<file path="src/rtl/irq_nest_pkg.sv">
package irq_nest_pkg;

  // how the current offer was chosen
  typedef enum logic [1:0] {
    PICK_NONE    = 2'd0,
    PICK_PRIO    = 2'd1,
    PICK_ARRIVAL = 2'd2
  } pick_kind_e;

  // index width for a count of n items, never zero
  function automatic int unsigned idx_bits(input int unsigned n);
    return (n > 1) ? $clog2(n) : 1;
  endfunction

  // width able to hold 0..n
  function automatic int unsigned cnt_bits(input int unsigned n);
    return $clog2(n + 1);
  endfunction

endpackage

</file>
<file path="src/rtl/irq_nest_capture.sv">
module irq_nest_capture #(
  parameter int N = 3
) (
  input  logic         clk,
  input  logic         rst_n,
  input  logic [N-1:0] irq_in,
  input  logic [N-1:0] clr_mask,
  output logic [N-1:0] pend,
  output logic [N-1:0] accept
);

  logic [N-1:0] prev_q;
  logic [N-1:0] pend_q;
  logic [N-1:0] rise;

  // a rise is accepted unless the source stays pending this cycle
  assign rise   = irq_in & ~prev_q;
  assign accept = rise & ~(pend_q & ~clr_mask);
  assign pend   = pend_q;

  always_ff @(posedge clk or negedge rst_n) begin
    if (!rst_n) begin
      prev_q <= '0;
      pend_q <= '0;
    end else begin
      prev_q <= irq_in;
      pend_q <= (pend_q & ~clr_mask) | accept;
    end
  end

endmodule

</file>
<file path="src/rtl/irq_nest_arrival_q.sv">
module irq_nest_arrival_q #(
  parameter int N  = 3,
  parameter int IW = 2,
  parameter int DW = 2
) (
  input  logic          clk,
  input  logic          rst_n,
  input  logic [N-1:0]  add_mask,
  input  logic          rm_valid,
  input  logic [IW-1:0] rm_idx,
  output logic          head_valid,
  output logic [IW-1:0] head_idx,
  output logic [DW-1:0] count
);

  logic [IW-1:0] idx_q [N];
  logic [IW-1:0] idx_n [N];
  logic [N-1:0]  vld_q;
  logic [N-1:0]  vld_n;

  // compact out the removed entry, then append arrivals lowest index first
  always_comb begin
    int pos;
    pos   = 0;
    idx_n = idx_q;
    vld_n = '0;
    for (int i = 0; i < N; i++) begin
      if (vld_q[i] && !(rm_valid && idx_q[i] == rm_idx)) begin
        for (int k = 0; k < N; k++) begin
          if (k == pos) begin
            idx_n[k] = idx_q[i];
            vld_n[k] = 1'b1;
          end
        end
        pos = pos + 1;
      end
    end
    for (int s = 0; s < N; s++) begin
      if (add_mask[s]) begin
        for (int k = 0; k < N; k++) begin
          if (k == pos) begin
            idx_n[k] = IW'(s);
            vld_n[k] = 1'b1;
          end
        end
        pos = pos + 1;
      end
    end
  end

  always_ff @(posedge clk or negedge rst_n) begin
    if (!rst_n) begin
      vld_q <= '0;
      for (int i = 0; i < N; i++) idx_q[i] <= '0;
    end else begin
      vld_q <= vld_n;
      idx_q <= idx_n;
    end
  end

  always_comb begin
    count = '0;
    for (int i = 0; i < N; i++) count = count + DW'(vld_q[i]);
  end

  assign head_valid = vld_q[0];
  assign head_idx   = idx_q[0];

endmodule

</file>
<file path="src/rtl/irq_nest_stack.sv">
module irq_nest_stack #(
  parameter int N  = 3,
  parameter int IW = 2,
  parameter int DW = 2
) (
  input  logic          clk,
  input  logic          rst_n,
  input  logic          push,
  input  logic [IW-1:0] push_idx,
  input  logic          pop_req,
  output logic          top_valid,
  output logic [IW-1:0] top_idx,
  output logic [DW-1:0] depth,
  output logic          underflow
);

  logic [IW-1:0] stk_q [N];
  logic [DW-1:0] sp_q;
  logic          pop_fire;
  logic [DW-1:0] wr_ptr;

  assign pop_fire  = pop_req && (sp_q != '0);
  assign underflow = pop_req && (sp_q == '0);
  assign wr_ptr    = sp_q - DW'(pop_fire);
  assign top_valid = (sp_q != '0);
  assign depth     = sp_q;

  always_comb begin
    top_idx = '0;
    for (int i = 0; i < N; i++) begin
      if (sp_q == DW'(i + 1)) top_idx = stk_q[i];
    end
  end

  always_ff @(posedge clk or negedge rst_n) begin
    if (!rst_n) begin
      sp_q <= '0;
      for (int i = 0; i < N; i++) stk_q[i] <= '0;
    end else begin
      for (int i = 0; i < N; i++) begin
        if (push && wr_ptr == DW'(i)) stk_q[i] <= push_idx;
      end
      sp_q <= wr_ptr + DW'(push && (wr_ptr < DW'(N)));
    end
  end

endmodule

</file>
<file path="src/rtl/irq_nest_ctrl.sv">
module irq_nest_ctrl #(
  parameter int               N          = 3,
  parameter int               PW         = 3,
  parameter logic [N*PW-1:0]  PRIO_TABLE = {3'd5, 3'd4, 3'd2},
  parameter int               VW         = 8,
  parameter logic [VW-1:0]    VEC_BASE   = 8'h20
) (
  input  logic          clk,
  input  logic          rst_n,
  input  logic [N-1:0]  irq_in,
  input  logic          nest_mode,
  input  logic          cpu_ack,
  input  logic          eoi,
  output logic          cpu_req,
  output logic [VW-1:0] vector,
  output logic          err_sticky
);
  import irq_nest_pkg::*;

  localparam int IW = idx_bits(N);
  localparam int DW = cnt_bits(N);

  function automatic logic [PW-1:0] prio_of(input logic [IW-1:0] idx);
    logic [PW-1:0] r;
    r = '0;
    for (int i = 0; i < N; i++) begin
      if (idx == IW'(i)) r = PRIO_TABLE[i*PW +: PW];
    end
    return r;
  endfunction

  // named internal events, also watched by the checker
  logic [N-1:0]  pend;
  logic [N-1:0]  accept;
  logic [N-1:0]  clr_mask;
  logic          head_valid;
  logic [IW-1:0] head_idx;
  logic [DW-1:0] q_count;
  logic          top_valid;
  logic [IW-1:0] top_idx;
  logic [DW-1:0] stk_depth;
  logic          underflow;
  logic [PW-1:0] cur_level;
  logic          nest_valid;
  logic [IW-1:0] nest_idx;
  logic [PW-1:0] nest_prio;
  pick_kind_e    pick_kind;
  logic          sel_valid;
  logic [IW-1:0] sel_idx;
  logic [PW-1:0] sel_prio;
  logic          take;
  logic          err_q;

  irq_nest_capture #(.N(N)) u_capture (
    .clk(clk), .rst_n(rst_n), .irq_in(irq_in), .clr_mask(clr_mask),
    .pend(pend), .accept(accept)
  );

  irq_nest_arrival_q #(.N(N), .IW(IW), .DW(DW)) u_order (
    .clk(clk), .rst_n(rst_n), .add_mask(accept), .rm_valid(take), .rm_idx(sel_idx),
    .head_valid(head_valid), .head_idx(head_idx), .count(q_count)
  );

  irq_nest_stack #(.N(N), .IW(IW), .DW(DW)) u_stack (
    .clk(clk), .rst_n(rst_n), .push(take), .push_idx(sel_idx), .pop_req(eoi),
    .top_valid(top_valid), .top_idx(top_idx), .depth(stk_depth), .underflow(underflow)
  );

  assign cur_level = top_valid ? prio_of(top_idx) : '0;

  // highest priority above the current level, lowest index on a tie
  always_comb begin
    nest_valid = 1'b0;
    nest_idx   = '0;
    nest_prio  = '0;
    for (int i = 0; i < N; i++) begin
      if (pend[i] && prio_of(IW'(i)) > cur_level &&
          (!nest_valid || prio_of(IW'(i)) > nest_prio)) begin
        nest_valid = 1'b1;
        nest_idx   = IW'(i);
        nest_prio  = prio_of(IW'(i));
      end
    end
  end

  always_comb begin
    if (nest_mode) pick_kind = nest_valid ? PICK_PRIO : PICK_NONE;
    else           pick_kind = (head_valid && stk_depth == '0) ? PICK_ARRIVAL : PICK_NONE;
  end

  always_comb begin
    unique case (pick_kind)
      PICK_PRIO:    begin sel_valid = 1'b1; sel_idx = nest_idx; end
      PICK_ARRIVAL: begin sel_valid = 1'b1; sel_idx = head_idx; end
      default:      begin sel_valid = 1'b0; sel_idx = '0;       end
    endcase
  end

  assign sel_prio = prio_of(sel_idx);
  assign take     = sel_valid && cpu_ack;

  always_comb begin
    clr_mask = '0;
    for (int i = 0; i < N; i++) begin
      if (take && sel_idx == IW'(i)) clr_mask[i] = 1'b1;
    end
  end

  always_ff @(posedge clk or negedge rst_n) begin
    if (!rst_n)         err_q <= 1'b0;
    else if (underflow) err_q <= 1'b1;
  end

  assign cpu_req    = sel_valid;
  assign vector     = sel_valid ? VEC_BASE + VW'(sel_idx) : '0;
  assign err_sticky = err_q;

endmodule

</file>
<file path="config.mk">
export PLATFORM = sky130hd
export DESIGN_NAME = irq_nest_ctrl
export DESIGN_NICKNAME = d
export VERILOG_FILES = /design/src/rtl/irq_nest_pkg.sv /design/src/rtl/irq_nest_capture.sv /design/src/rtl/irq_nest_arrival_q.sv /design/src/rtl/irq_nest_stack.sv /design/src/rtl/irq_nest_ctrl.sv
export SDC_FILE = /design/constraint.sdc
export NUM_CORES = 1
export LEC_CHECK = 0
export BUFFER_PORTS_ARGS = -buffer_cell sky130_fd_sc_hd__buf_2
export CORE_UTILIZATION = 54
export CTS_CLUSTER_SIZE = 24
export DETAILED_ROUTE_END_ITERATION = 10
export HOLD_SLACK_MARGIN = 0.1
export PLACE_DENSITY = 0.8
export SLEW_MARGIN = 20
export SYNTH_ARGS = -nofsm -noshare
export SYNTH_HDL_FRONTEND = slang
export SYNTH_SLANG_ARGS = --single-unit
</file>
<file path="constraint.sdc">
create_clock -name clk -period 5.26 [get_ports clk]
set_input_delay 0.263 -clock clk [delete_from_list [all_inputs] [get_ports clk]]
set_output_delay 0.263 -clock clk [all_outputs]
set_load 0.02 [all_outputs]
</file>
==> Yosys cells after proc, flatten, opt, wreduce, memory -nomap -nowiden <==
Cells that the tools add are included.
{ "classes": {"n_mux": 68, "n_lt_le_gt_ge": 6, "bitwise": 7, "add_sub_neg": 7, "n_reduce_logical": 40, "eq_ne": 24} }
{ "ops": {"columns": ["operator", "n"], "rows": [
  ["$logic_not 32->1", 5],
  ["$eq 2x32->1 const A", 4],
  ["$eq 3x32->1 const A", 4],
  ["$mux 32", 4],
  ["$add 32x2->32 const B", 3],
  ["$mux 2", 22],
  ["$mux 6", 5],
  ["$mux 3", 9],
  ["$mux 1", 26],
  ["$logic_and 1x1->1", 22],
  ["$eq 2x2->1 const B", 6],
  ["$gt 3x3->1 const A", 4],
  ["$eq 2x1->1 const B", 5],
  ["$and 3x3->3", 3],
  ["$not 3->3", 3],
  ["$logic_not 2->1", 4],
  ["$add 6x2->7 const A", 1],
  ["$mux 7", 1],
  ["$eq 2x2->1", 3],
  ["$logic_not 1->1", 5],
  ["$pmux 2 s2", 1],
  ["$gt 2x3->1 const A", 1],
  ["$or 3x3->3", 1],
  ["$add 1x1->2 const B", 1],
  ["other kinds (8)", 9]
]} }
{ "totals": {"regBits": 24, "word_cells": 163} }

==> Depth between registers and ports, before layout <==
Gate-level depths: netlist (run 1).
{ "logic_depth": {"word_depth": 41, "depth_mapped": 27, "mapped_depth_nobuf": 25} }

==> Hierarchy <==
From an unflattened synthesis (run 1), not the netlist that was laid out.
{ "hier_totals": {"hier_cells": 210, "hier_area_um2": 1995.7} }
{ "by_module_without_submodules": {"columns": ["module", "seq_area_each_um2", "instances", "area_per_inst_um2", "cells_each"], "rows": [
  ["irq_nest_arrival_q", 225.2, 1, 1018.5, 120],
  ["irq_nest_stack", 200.2, 1, 441.7, 34],
  ["irq_nest_ctrl", 25.0, 1, 269.0, 35],
  ["irq_nest_capture", 150.1, 1, 266.5, 21]
]} }

==> Worst setup path after synthesis (run 1) <==
Ideal clock, no wire load.
{ "synth_path": {"kind": "reg2reg", "startpoint": "register u_stack.sp_q[1], in the netlist u_stack.depth[1]", "endpoint": "register u_order.idx_q[0] in the netlist's numbering", "period_less_slack_ns": 5.242, "t_arrival_ns": 5.122, "stages_incl_launch_ff": 27, "setup_time_ns": 0.121, "n_path_buf": 2, "path_slack_ns": 0.018, "cell_sequence": "dfrtp_1 buf_2 mux2_2 a22o_1 ha_1 o21bai_4 o21ai_0 o21ai_0 nand2_1 inv_1 ha_1 and4bb_1 a221oi_4 xnor2_1 o31a_1 inv_2 ha_1 buf_2 inv_1 nor2_1 a21boi_0 o22a_1 ha_1 nand2_1 a211oi_1 nor3_4 a2bb2oi_1"} }
{ "synth_lines": {"columns": ["element", "line_no", "source"], "rows": [
  ["start, declared", "irq_nest_stack.sv:18", "logic [DW-1:0] sp_q;"],
  ["start signal, assigned", "irq_nest_stack.sv:43", "sp_q <= wr_ptr + DW'(push && (wr_ptr < DW'(N)));"],
  ["end signal, assigned", "irq_nest_arrival_q.sv:57", "idx_q <= idx_n;"],
  ["end, declared", "irq_nest_arrival_q.sv:16", "logic [IW-1:0] idx_q [N];"]
]} }

==> Worst setup path in the final report (run 1) <==
{ "layout_path": {"startpoint": "register u_stack.sp_q[1], in the netlist u_stack.depth[1]", "endpoint": "register u_order.vld_q[0]"} }
{ "layout_via": {"elab_chain_len": 41, "elab_cells_between_ends": 96, "classes_between": "add/sub: 4; order compare: 5; eq/ne: 12; mux: 38; bitwise: 4; reduce/logical: 33"} }
{ "layout_rtl": {"columns": ["element", "line_no", "source"], "rows": [
  ["parallel branches: the longest is 40 deep, another holds $gt 2x3->1", null, null],
  ["$mux 3 (*)", "irq_nest_arrival_q.sv:39", "if (add_mask[s]) begin"],
  ["via u_order.vld_n[0]", "irq_nest_arrival_q.sv:19", "logic [N-1:0] vld_n;"],
  ["end signal, assigned", "irq_nest_arrival_q.sv:56", "vld_q <= vld_n;"],
  ["end, declared", "irq_nest_arrival_q.sv:18", "logic [N-1:0] vld_q;"]
]} }
Mark *: on every way through the listed nets, which the timed path passes.
A chain may end at the register's enable or synchronous reset.

==> metrics, run 1 <==
Final Hold Viols 0; layout cells sized above 1 31.1%; register area share after synthesis 30.8%; CTS sink count 24; Placement Setup Slack -47.6 ps; starting density of the core 57.4%; Critical Path Sink Type flop; Hold Path Depth 2; syn_area_per_cell 9.45 sq um; setup tns final 0 ps; # setup viols final 0; Clock Skews 6.17 ps; Yosys top cell area share 30.8%; Clock Latency Late Sink 330 ps; Async SR Flop Fraction 100%; vias 1766; critical path launch point type flop; cell internal pwr 768 uW; Hold Crit Class in2reg; # IOs 18; Final min period 5140 ps; P&R area growth vs syn 21.0%; drt pass-1 iters 4; Die X 62.0 um; Netlist cell types 60; drt wl/cell 17.7 um; global-route wire length before repair 7710 um; CP arrival 5340 ps; final worst slack 121 ps; DRC violations left 0; vias in the first global route 1656; Site Rows 21; Clk pin slew, worst setup/hold paths 140 ps; leakage power 1.02 nW; synth top area cells dfrtp_1 (31%), ha_1 (7.1%), mux2_2 (4.6%), nor2_1 (3.5%), xnor2_1 (2.7%); Clk pwr share 9.4%; Post-synth top flop dfrtp_1; CP Cell Sequence mux2_2 > a22o_1 > ha_1 > o21bai_4 > o21ai_0 > o21ai_0 > nand2_1 > ha_2 > and4bb_1 > buf_4 > a221oi_1 > o31a_1 > inv_2 > ha_4 > inv_1 > nor2_2 > o31ai_2 > o22a_1 > ha_1 > nand2b_4 > nor4_4 > nor3_4 > o2111ai_2; DP Area 2080 sq um; H-tree Lvls 1; status complete, no violations; Antenna diodes 0; Total GRT Usage 28.0%; dpl hpwl 3430 um; period utilisation layout 97.7%; largest net degree at the start of global routing 25; Num CTS Buffers 3; Root Driver clkbuf_4; cell area after layout 2350 sq um; type of the worst setup path reg2reg; Post-synth EDFFs 0; core area 3390 sq um; Routed Antenna Nets 0; NetSw 680 uW; CTS tree built; Req. time, crit path 5460 ps; Gate power share 70.2%; die area 3850 sq um; worst vdd ir 0.314 mV; worst-path fanout max 8; top cell type by total area after synthesis dfrtp_1; PD cells 615 nW/um^2; Initial DRC Count 121; reg2reg path depth 23; Die Ht 62.0 um; headroom to the max-slew limit 30.5%; total gr overflow 0; max incr delay on CP 400 ps; gpl congestion 0.866; Final Util 69.5%; Syn. warnings 0; initial antenna violation count 0; final max-slew violation count 0; final wirelength 5030 um; Final nets 258; Highest Clock Rate 0.195 GHz; cell count after synthesis 206; Port Buffers 12; slowest CP cell dfrtp_1; Clock Path Buffers 2; drt via density 6.22; synthesized cell area 1950 sq um; Flop pwr share 20.4%; worst-margin pin slew 1040 ps; Synth Register Bits 24; max_cap viols 0; switching portion of total power 46.9%
-- layout by cell type (no fill, tap or decap), types with 5 or more instances in the layout --
cell and n:
buf_2 12, nand2_1 11, nor2_1 17, inv_1 12, ha_1 8, mux2_2 8
o21ai_0 9, dfrtp_1 24, buf_4 18, conb_1 5, nand3_1 5, xnor2_1 5
-- registers in the layout, indices dropped and copies added, names as in the netlist --
signal            cells
u_stack.stk_q         6
u_order.vld_q         3
err_sticky            1
u_capture.prev_q      3
u_order.idx_q         4
u_stack.depth         2
u_capture.pend        3
u_order.head_idx      2
-- metrics by stage --
stage	total power [mW]	cells	hold WS, ps
after floorplan	0.939	210	-32.6
after global placement	1.12	267	268
after detailed placement	1.14	267	274
after CTS	1.31	276	139
after global routing	1.54	284	138
final	1.45	284	131
-- power groups by stage --
stage | sequential [mW] | combinational [mW] | clock, mW
floorplan | 0.281 | 0.658 | 0
global placement | 0.294 | 0.827 | 0
detailed placement | 0.296 | 0.847 | 0
CTS | 0.293 | 0.880 | 0.138
global route | 0.302 | 1.10 | 0.144
finish | 0.295 | 1.02 | 0.136
-- critical path, delay by kind of cell, from the launching register on --
family          cells  cell delay [ps]
compound gates      9             1710
buf+inv             3              460
mux                 1              340
simple gates        6             1040
flops               1              400
fa+ha+maj           4             1070
-- cell type report --
cell class,instances,area (sq um)
multi-input cells,161,1350
inverters,15,57.6
clock inverters,1,30.0
flip-flops and latches,24,601
well taps,46,57.6
fillers,244,1030
repair buffers,34,235
clock buffers,3,22.5
-- path summary, 6_finish.rpt --
| path | startpoint | slack (ps) | endpoint |
|---|---|---|---|
| min | eoi | 130 | err_sticky$_DFFE_PN0P_ |
| max in group asynchronous | rst_n | 4450 | u_capture.prev_q[1]$_DFF_PN0_ |
| max | u_stack.depth[1]$_DFF_PN0_ | 120 | u_order.vld_q[0]$_DFF_PN0_ |
| min reg2reg | err_sticky$_DFFE_PN0P_ | 480 | err_sticky$_DFFE_PN0P_ |
| min in group asynchronous | rst_n | 440 | u_stack.stk_q[3]$_DFFE_PN0P_ |
| max reg2reg | u_stack.depth[1]$_DFF_PN0_ | 120 | u_order.vld_q[0]$_DFF_PN0_ |
-- cell usage after synthesis, types with 4 or more instances --
cell      instances
nor2b_1           4
a21oi_1           5
nand2_1          11
ha_1             11
dfrtp_1          24
nor2_1           18
nand3b_1          4
nand3_1           6
o21ai_0           9
buf_4             6
mux2_2            8
nand2b_1          4
xnor2_1           6
inv_1            12
-- cells by family after synthesis --
group | after synthesis | synth area share (%)
simple gates | 66 | 19.5
compound gates | 58 | 25.0
buf+inv | 25 | 6.17
flops | 24 | 30.8
mux | 12 | 6.75
fa+ha+maj | 11 | 7.07
xor+xnor | 9 | 4.43
other cells | 1 | 0.193
-- metal layers --
metal  wire length, um  up-vias  track usage (%)
li1                  -      821                -
met1              2220      851             40.6
met2              2410       84             45.0
met3               327       10             3.93
met4                69        0             5.40
met5                 0        -                0
-- timing repair --
| item | in CTS | in global routing |
|---|---|---|
| gates resized for setup | 4 | 15 |
| hold buffers | 4 | 0 |
| endpoints found under the setup margin | 7 | 9 |
| endpoints found under the hold margin | 27 | 0 |
| buffers inserted | 1 | 8 |
| pin swaps | 1 | 7 |
No activity file was read; power rests on OpenSTA's default activity.
==> run 2, diff against run 1 <==
- ABC_AREA: not set -> 1
- CORE_UTILIZATION: 54 -> 53
- CTS_CLUSTER_SIZE: 24 -> 8
- PLACE_DENSITY: 0.8 -> 0.79
- SLEW_MARGIN: 20 -> 15
==> metrics, run 2 <==
global-route wire length before repair 6210 um (-19%); commonest cells in the netlist nand2_1 (60), inv_1 (38), dfrtp_1 (24); P&R area growth vs syn 9.78%; drt via density 5.06 (-19%); dpl hpwl 3040 um (-11%); worst-path fanout max 8 (unchanged); RSZ-0062 raised after global routing false; die area 3820 sq um (-0.84%); Async SR Flop Fraction 100% (unchanged); Syn. warnings 0 (unchanged); final wirelength 3810 um (-24%); most common cell after layout, fill and taps aside nand2_1; Clk pin slew, worst setup/hold paths 150 ps (about the same); Final Hold Viols 0 (unchanged); family with the most delay on the worst path simple AND/OR/NAND/NOR gates; largest net degree at the start of global routing 25 (unchanged); CTS tree built; Hold Crit Class in2reg; Clock Latency Late Sink 320 ps (about the same); register area share after synthesis 31.7% (+0.86 points); H-tree Lvls 1 (unchanged); Final nets 296 (+15%); Routed Antenna Nets 0 (unchanged); type of the worst setup path reg2reg; Yosys top cell area share 31.7% (+0.86 points); initial antenna violation count 0 (unchanged); DRC violations left 0 (unchanged); Setup Buffers After CTS 0 (-1); synthesized cell area 1890 sq um (-2.7%); Clock Skews 16.1 ps (+9.97 ps); Final min period 4730 ps (-412 ps); setup tns final 0 ps (unchanged); synth top area cells dfrtp_1 (32%), nand2_1 (12%), inv_1 (7.5%), ha_1 (7.3%), nand3_1 (5.3%); critical path launch point type flop; vias in the first global route 1438 (-13%); starting density of the core 55.9% (-1.6 points); CTS sink count 24 (unchanged); Initial DRC Count 79 (-35%); total gr overflow 0 (unchanged); PD cells 567 nW/um^2 (-7.7%); Post-synth top flop dfrtp_1; Largest Register u_stack.stk_q; Post-synth EDFFs 0 (unchanged); Num CTS Buffers 3 (unchanged); Critical Path Sink Type flop; leakage power 1.14 nW (+12%); Die Ht 61.8 um (-0.42%); hold_ws 198 ps (+66.7 ps); Port Buffers 12 (unchanged); vias 1629 (-7.8%); max incr delay on CP 450 ps (+50 ps); slowest CP cell dfrtp_1; final max-slew violation count 0 (unchanged); headroom to the max-slew limit 64.7% (+34 points); most frequent cell on the critical path inv_1; Site Rows 21 (unchanged); layout cells sized above 1 21.7% (-9.4 points); status complete, no violations; top cell type by total area after synthesis dfrtp_1; Total GRT Usage 22.1% (-5.9 points); CP bufs+invs 8 (+5); core area 3390 sq um (unchanged); max FFs per register 6 (unchanged); drt wl/cell 11.8 um (-33%); Highest Clock Rate 0.212 GHz (+8.7%); CP arrival 5000 ps (-340 ps); period utilisation layout 89.9% (-7.8 points); worst vdd ir 0.291 mV (-7.2%); biggest regs u_stack.stk_q (6), u_order.idx_q (4); gpl congestion 0.835 (-3.6%); Synth Register Bits 24 (unchanged); drt pass-1 iters 4 (unchanged); Layout fillers 307 (+26%); most frequent cells in the layout nand2_1 (60), inv_1 (38), dfrtp_1 (23); # IOs 18 (unchanged); top-count cell post-synth nand2_1; Netlist cell types 30 (-50%); syn_area_per_cell 7.34 sq um (-22%); worst-margin pin slew 530 ps (-508 ps); Die X 61.8 um (-0.42%); # setup viols final 0 (unchanged); Clock Path Buffers 2 (unchanged); Root Driver clkbuf_4; cell count after synthesis 258 (+25%); Antenna diodes 0 (unchanged); Req. time, crit path 5540 ps (+80 ps); max_cap viols 0 (unchanged)
==> run 2: cell count changes after synthesis, sizes merged, moves of 7 or more <==
cell,delta
nand3,+20
nand2,+68
inv,+30
nand4,+7
mux2,-9
xnor2,-7
o21ai,+10
==> run 2: final timing paths <==
kind                                                     from                            end  slack, ps  depth (start not counted)
worst max-delay path               u_stack.depth[0]$_DFF_PN0_  u_order.head_idx[1]$_DFF_PN0_        530                         34
worst min-delay path                                      eoi         err_sticky$_DFFE_PN0P_        200                          3
worst max register to register     u_stack.depth[0]$_DFF_PN0_  u_order.head_idx[1]$_DFF_PN0_        530                         34
worst min register to register  u_capture.prev_q[1]$_DFF_PN0_    u_capture.pend[1]$_DFF_PN0_        460                          1
max in group asynchronous                               rst_n     u_stack.depth[1]$_DFF_PN0_       4460                          2
min in group asynchronous                               rst_n   u_stack.stk_q[5]$_DFFE_PN0P_        420                          2
==> run 2: what timing repair did <==
action                                  4_1_cts  5_1_grt
hold buffers                                  4        0
gates resized for setup                       0        3
hold endpoints to repair                     27        0
endpoints found under the setup margin        0        9
==> run 2: kinds of logic (layout without fill, tap and decap cells) <==
kind of cell	count (synthesis)	after routing	share of synthesized area, %
compound gates	34	34	11.3
xor+xnor	2	2	0.925
fa+ha+maj	11	11	7.27
buf+inv	51	65	11.3
flops	24	24	31.7
other cells	1	5	0.198
simple gates	135	135	37.3
==> run 2: area by class of cell <==
type	count	area, sq um	area share (%)
Clock buffer	3	22.5	1.08
Multi-Input combinational cell	187	1100	52.8
Timing Repair Buffer	16	100	4.81
Inverter	45	169	8.12
Clock inverter	1	30.0	1.44
Sequential cell	24	602	28.9
Tap cell	46	57.6	2.77
==> run 2: routing by layer <==
| metal | wire [um] | track usage (%) | part of all wire [%] |
|---|---|---|---|
| met1 | 1770 | 30.2 | 47 |
| met2 | 1820 | 37.8 | 48 |
| met3 | 174 | 3.11 | 4.6 |
| met4 | 45 | 4.44 | 1.2 |
| met5 | 0 | 0 | 0 |
==> run 2: worst min-delay path: stages <==
cell and delay [ps]:
buf_2 100, inv_1 60, o21bai_1 80
==> run 2: through the flow <==
step / worst slack (ps) / total power [mW] / area [sq um] / cells / util (%)
2_1_floorplan: 978 / 0.900 / 1910 / 262 / -
4_1_cts: 470 / 1.18 / 2070 / 322 / 61.2
3_3_place_gp: 595 / 1.02 / 1980 / 314 / 58.5
5_1_grt: 26.5 / 1.29 / 2080 / 322 / 61.4
3_5_place_dp: 517 / 1.04 / 1980 / 314 / 58.5
6_report: 533 / 1.18 / 2080 / 322 / 61.4
==> run 2: report_power, final <==
part,total [mW],leakage [nW],switching [mW],internal [mW]
logic,0.738,0.813,0.482,0.256
clock network,0.136,0.0279,0.0591,0.0770
registers,0.305,0.296,0.0593,0.246
==> run 3, diff against run 2 <==
- REMOVE_ABC_BUFFERS: not set -> 1
==> metrics, run 3 (synthesized netlist as in run 2, its figures left out) <==
H-tree Lvls 1 (unchanged); final worst slack 505 ps (-27.4 ps); drt via density 5.10 (+0.86%); Hold Path Depth 3 (unchanged); Clock Latency Late Sink 330 ps (about the same); Die Ht 61.8 um (unchanged); CTS tree built; Hold Crit Class in2reg; Num CTS Buffers 3 (unchanged); Layout fillers 310 (+0.98%); family with the most delay on the worst path simple AND/OR/NAND/NOR gates; vias 1643 (+0.86%); headroom to the max-slew limit 64.3% (-0.37 points); biggest regs u_stack.stk_q (6), u_order.idx_q (4); setup tns final 0 ps (unchanged); met3 usage 3.93% (+0.83 points); critical path launch point type flop; hold_sp eoi; starting density of the core 55.9% (unchanged); PD cells 569 nW/um^2 (+0.30%); drt pass-1 iters 4 (unchanged); Final min period 4750 ps (+27.4 ps); drt wl/cell 11.8 um (+0.10%); worst-margin pin slew 536 ps (+5.48 ps); status complete, no violations; leakage power 1.14 nW (about the same); # IOs 18 (unchanged); final wirelength 3820 um (+0.10%); Antenna diodes 0 (unchanged); cell area after layout 2070 sq um (-0.24%); Most Used Layer, Global Route met2; register area 601 sq um (-0.21%); Clk pin slew, worst setup/hold paths 140 ps (about the same); Global Route met2 Usage 35.9% (-1.8 points); setup slack, reg-to-reg 510 ps (-30 ps); largest net degree at the start of global routing 25 (unchanged); Clock Path Buffers 2 (unchanged); most common cell after layout, fill and taps aside nand2_1; global-route wire length before repair 6450 um (+3.9%); Port Buffers 12 (unchanged); Largest Register u_stack.stk_q; DP Area 1980 sq um (unchanged); max FFs per register 6 (unchanged); Die X 61.8 um (unchanged); Root Driver clkbuf_4; worst vdd ir 0.320 mV (+9.9%); layout cells sized above 1 21.0% (-0.72 points); Highest Clock Rate 0.210 GHz (-0.58%); CP bufs+invs 8 (unchanged); final max-slew violation count 0 (unchanged); Clock Skews 11.2 ps (-4.91 ps); core area 3390 sq um (unchanged); Setup Buffers After CTS 0 (unchanged); Initial DRC Count 67 (-15%); die area 3820 sq um (unchanged); gpl congestion 0.890 (+6.5%); # setup viols final 0 (unchanged); Total GRT Usage 23.3% (+1.2 points); WHS Endpoint err_sticky$_DFFE_PN0P_; hold_ws 180 ps (-17.3 ps); CP arrival 4990 ps (about the same); Critical Path Sink Type flop; slowest CP cell dfrtp_1; Req. time, crit path 5490 ps (-50 ps); Routed Antenna Nets 0 (unchanged); Final nets 296 (unchanged); RSZ-0062 raised after global routing false; period utilisation layout 90.4% (+0.52 points); total gr overflow 0 (unchanged); met1 usage 34.1% (+3.9 points); most frequent cells in the layout nand2_1 (60), inv_1 (38), dfrtp_1 (24); vias in the first global route 1433 (-0.35%); Site Rows 21 (unchanged); max incr delay on CP 470 ps (+20 ps); worst reg2reg path startpoint u_stack.depth[1]$_DFF_PN0_; max_cap viols 0 (unchanged); Multi-input gate area 1090 sq um (-0.34%); reg2reg path depth 33 (-2.9%); type of the worst setup path reg2reg; initial antenna violation count 0 (unchanged); CTS sink count 24 (unchanged); Final Hold Viols 0 (unchanged); worst-path fanout max 8 (unchanged); P&R area growth vs syn 9.51%; Placement Setup Slack 523 ps (+5.69 ps); most frequent cell on the critical path inv_1; R2R Path End u_order.head_idx[0]$_DFF_PN0_; dpl hpwl 3080 um (+1.1%); DRC violations left 0 (unchanged)
==> run 3: cell types whose count changed in the layout (fill, tap and decap cells not counted) <==
cell     before  now
dfrtp_2       1    0
dfrtp_1      23   24
o21ai_1       2    3
o21ai_2       3    2
==> run 3: where the power goes <==
group / total (mW) / internal [mW] / switching, mW
Sequential: 0.303 / 0.245 / 0.0575
Clock: 0.137 / 0.0771 / 0.0602
Combinational: 0.740 / 0.255 / 0.485
==> run 3: metrics by stage <==
stage               cells  total power, mW  utilization [%]
global route          322             1.30             61.2
global placement      314             1.02             58.5
CTS                   322             1.18             61.2
finish                322             1.18             61.2
detailed placement    314             1.04             58.5
floorplan             256            0.890                -
==> run 3: tightest hold or removal path: cells and delay by family <==
family	cells	cell delay (ps)
buffers and inverters	2	160
AO/OA/AOI/OAI	1	70
==> run 3: per-layer routing <==
metal  part of all wire, %  vias to the layer above
li1                      -                      854
met1                    50                      733
met2                    45                       52
met3                   4.3                        4
met4                   1.5                        0
met5                     0                        -
==> run 3: cell type report <==
cell class	instances	share of cell area [%]
Multi-Input combinational cell	187	52.8
Timing Repair Buffer	16	4.83
Clock buffer	3	1.09
Sequential cell	24	29.0
Clock inverter	1	1.45
Inverter	45	8.14
Tap cell	46	2.77
==> run 3: repair_timing <==
item | in CTS | in global routing
setup endpoints to repair | 0 | 3
resized for setup | 0 | 1
hold buffers | 4 | 0
endpoints found under the hold margin | 27 | 0
==> run 3: worst max-delay path by stage <==
stage | to | from | cells after the start | slack [ps]
finish | u_order.head_idx[0]$_DFF_PN0_ | u_stack.depth[1]$_DFF_PN0_ | 33 | 510
global route | u_order.head_idx[0]$_DFF_PN0_ | u_stack.depth[1]$_DFF_PN0_ | 31 | 20
CTS | u_order.head_idx[0]$_DFF_PN0_ | u_stack.depth[1]$_DFF_PN0_ | 32 | 500
detailed placement | u_order.head_idx[0]$_DFF_PN0_ | u_stack.depth[1]$_DFF_PN0_ | 32 | 520
global placement | u_order.head_idx[0]$_DFF_PN0_ | u_stack.depth[1]$_DFF_PN0_ | 32 | 610
floorplan | u_order.idx_q[2]$_DFF_PN0_ | u_stack.depth[1]$_DFF_PN0_ | 31 | 900
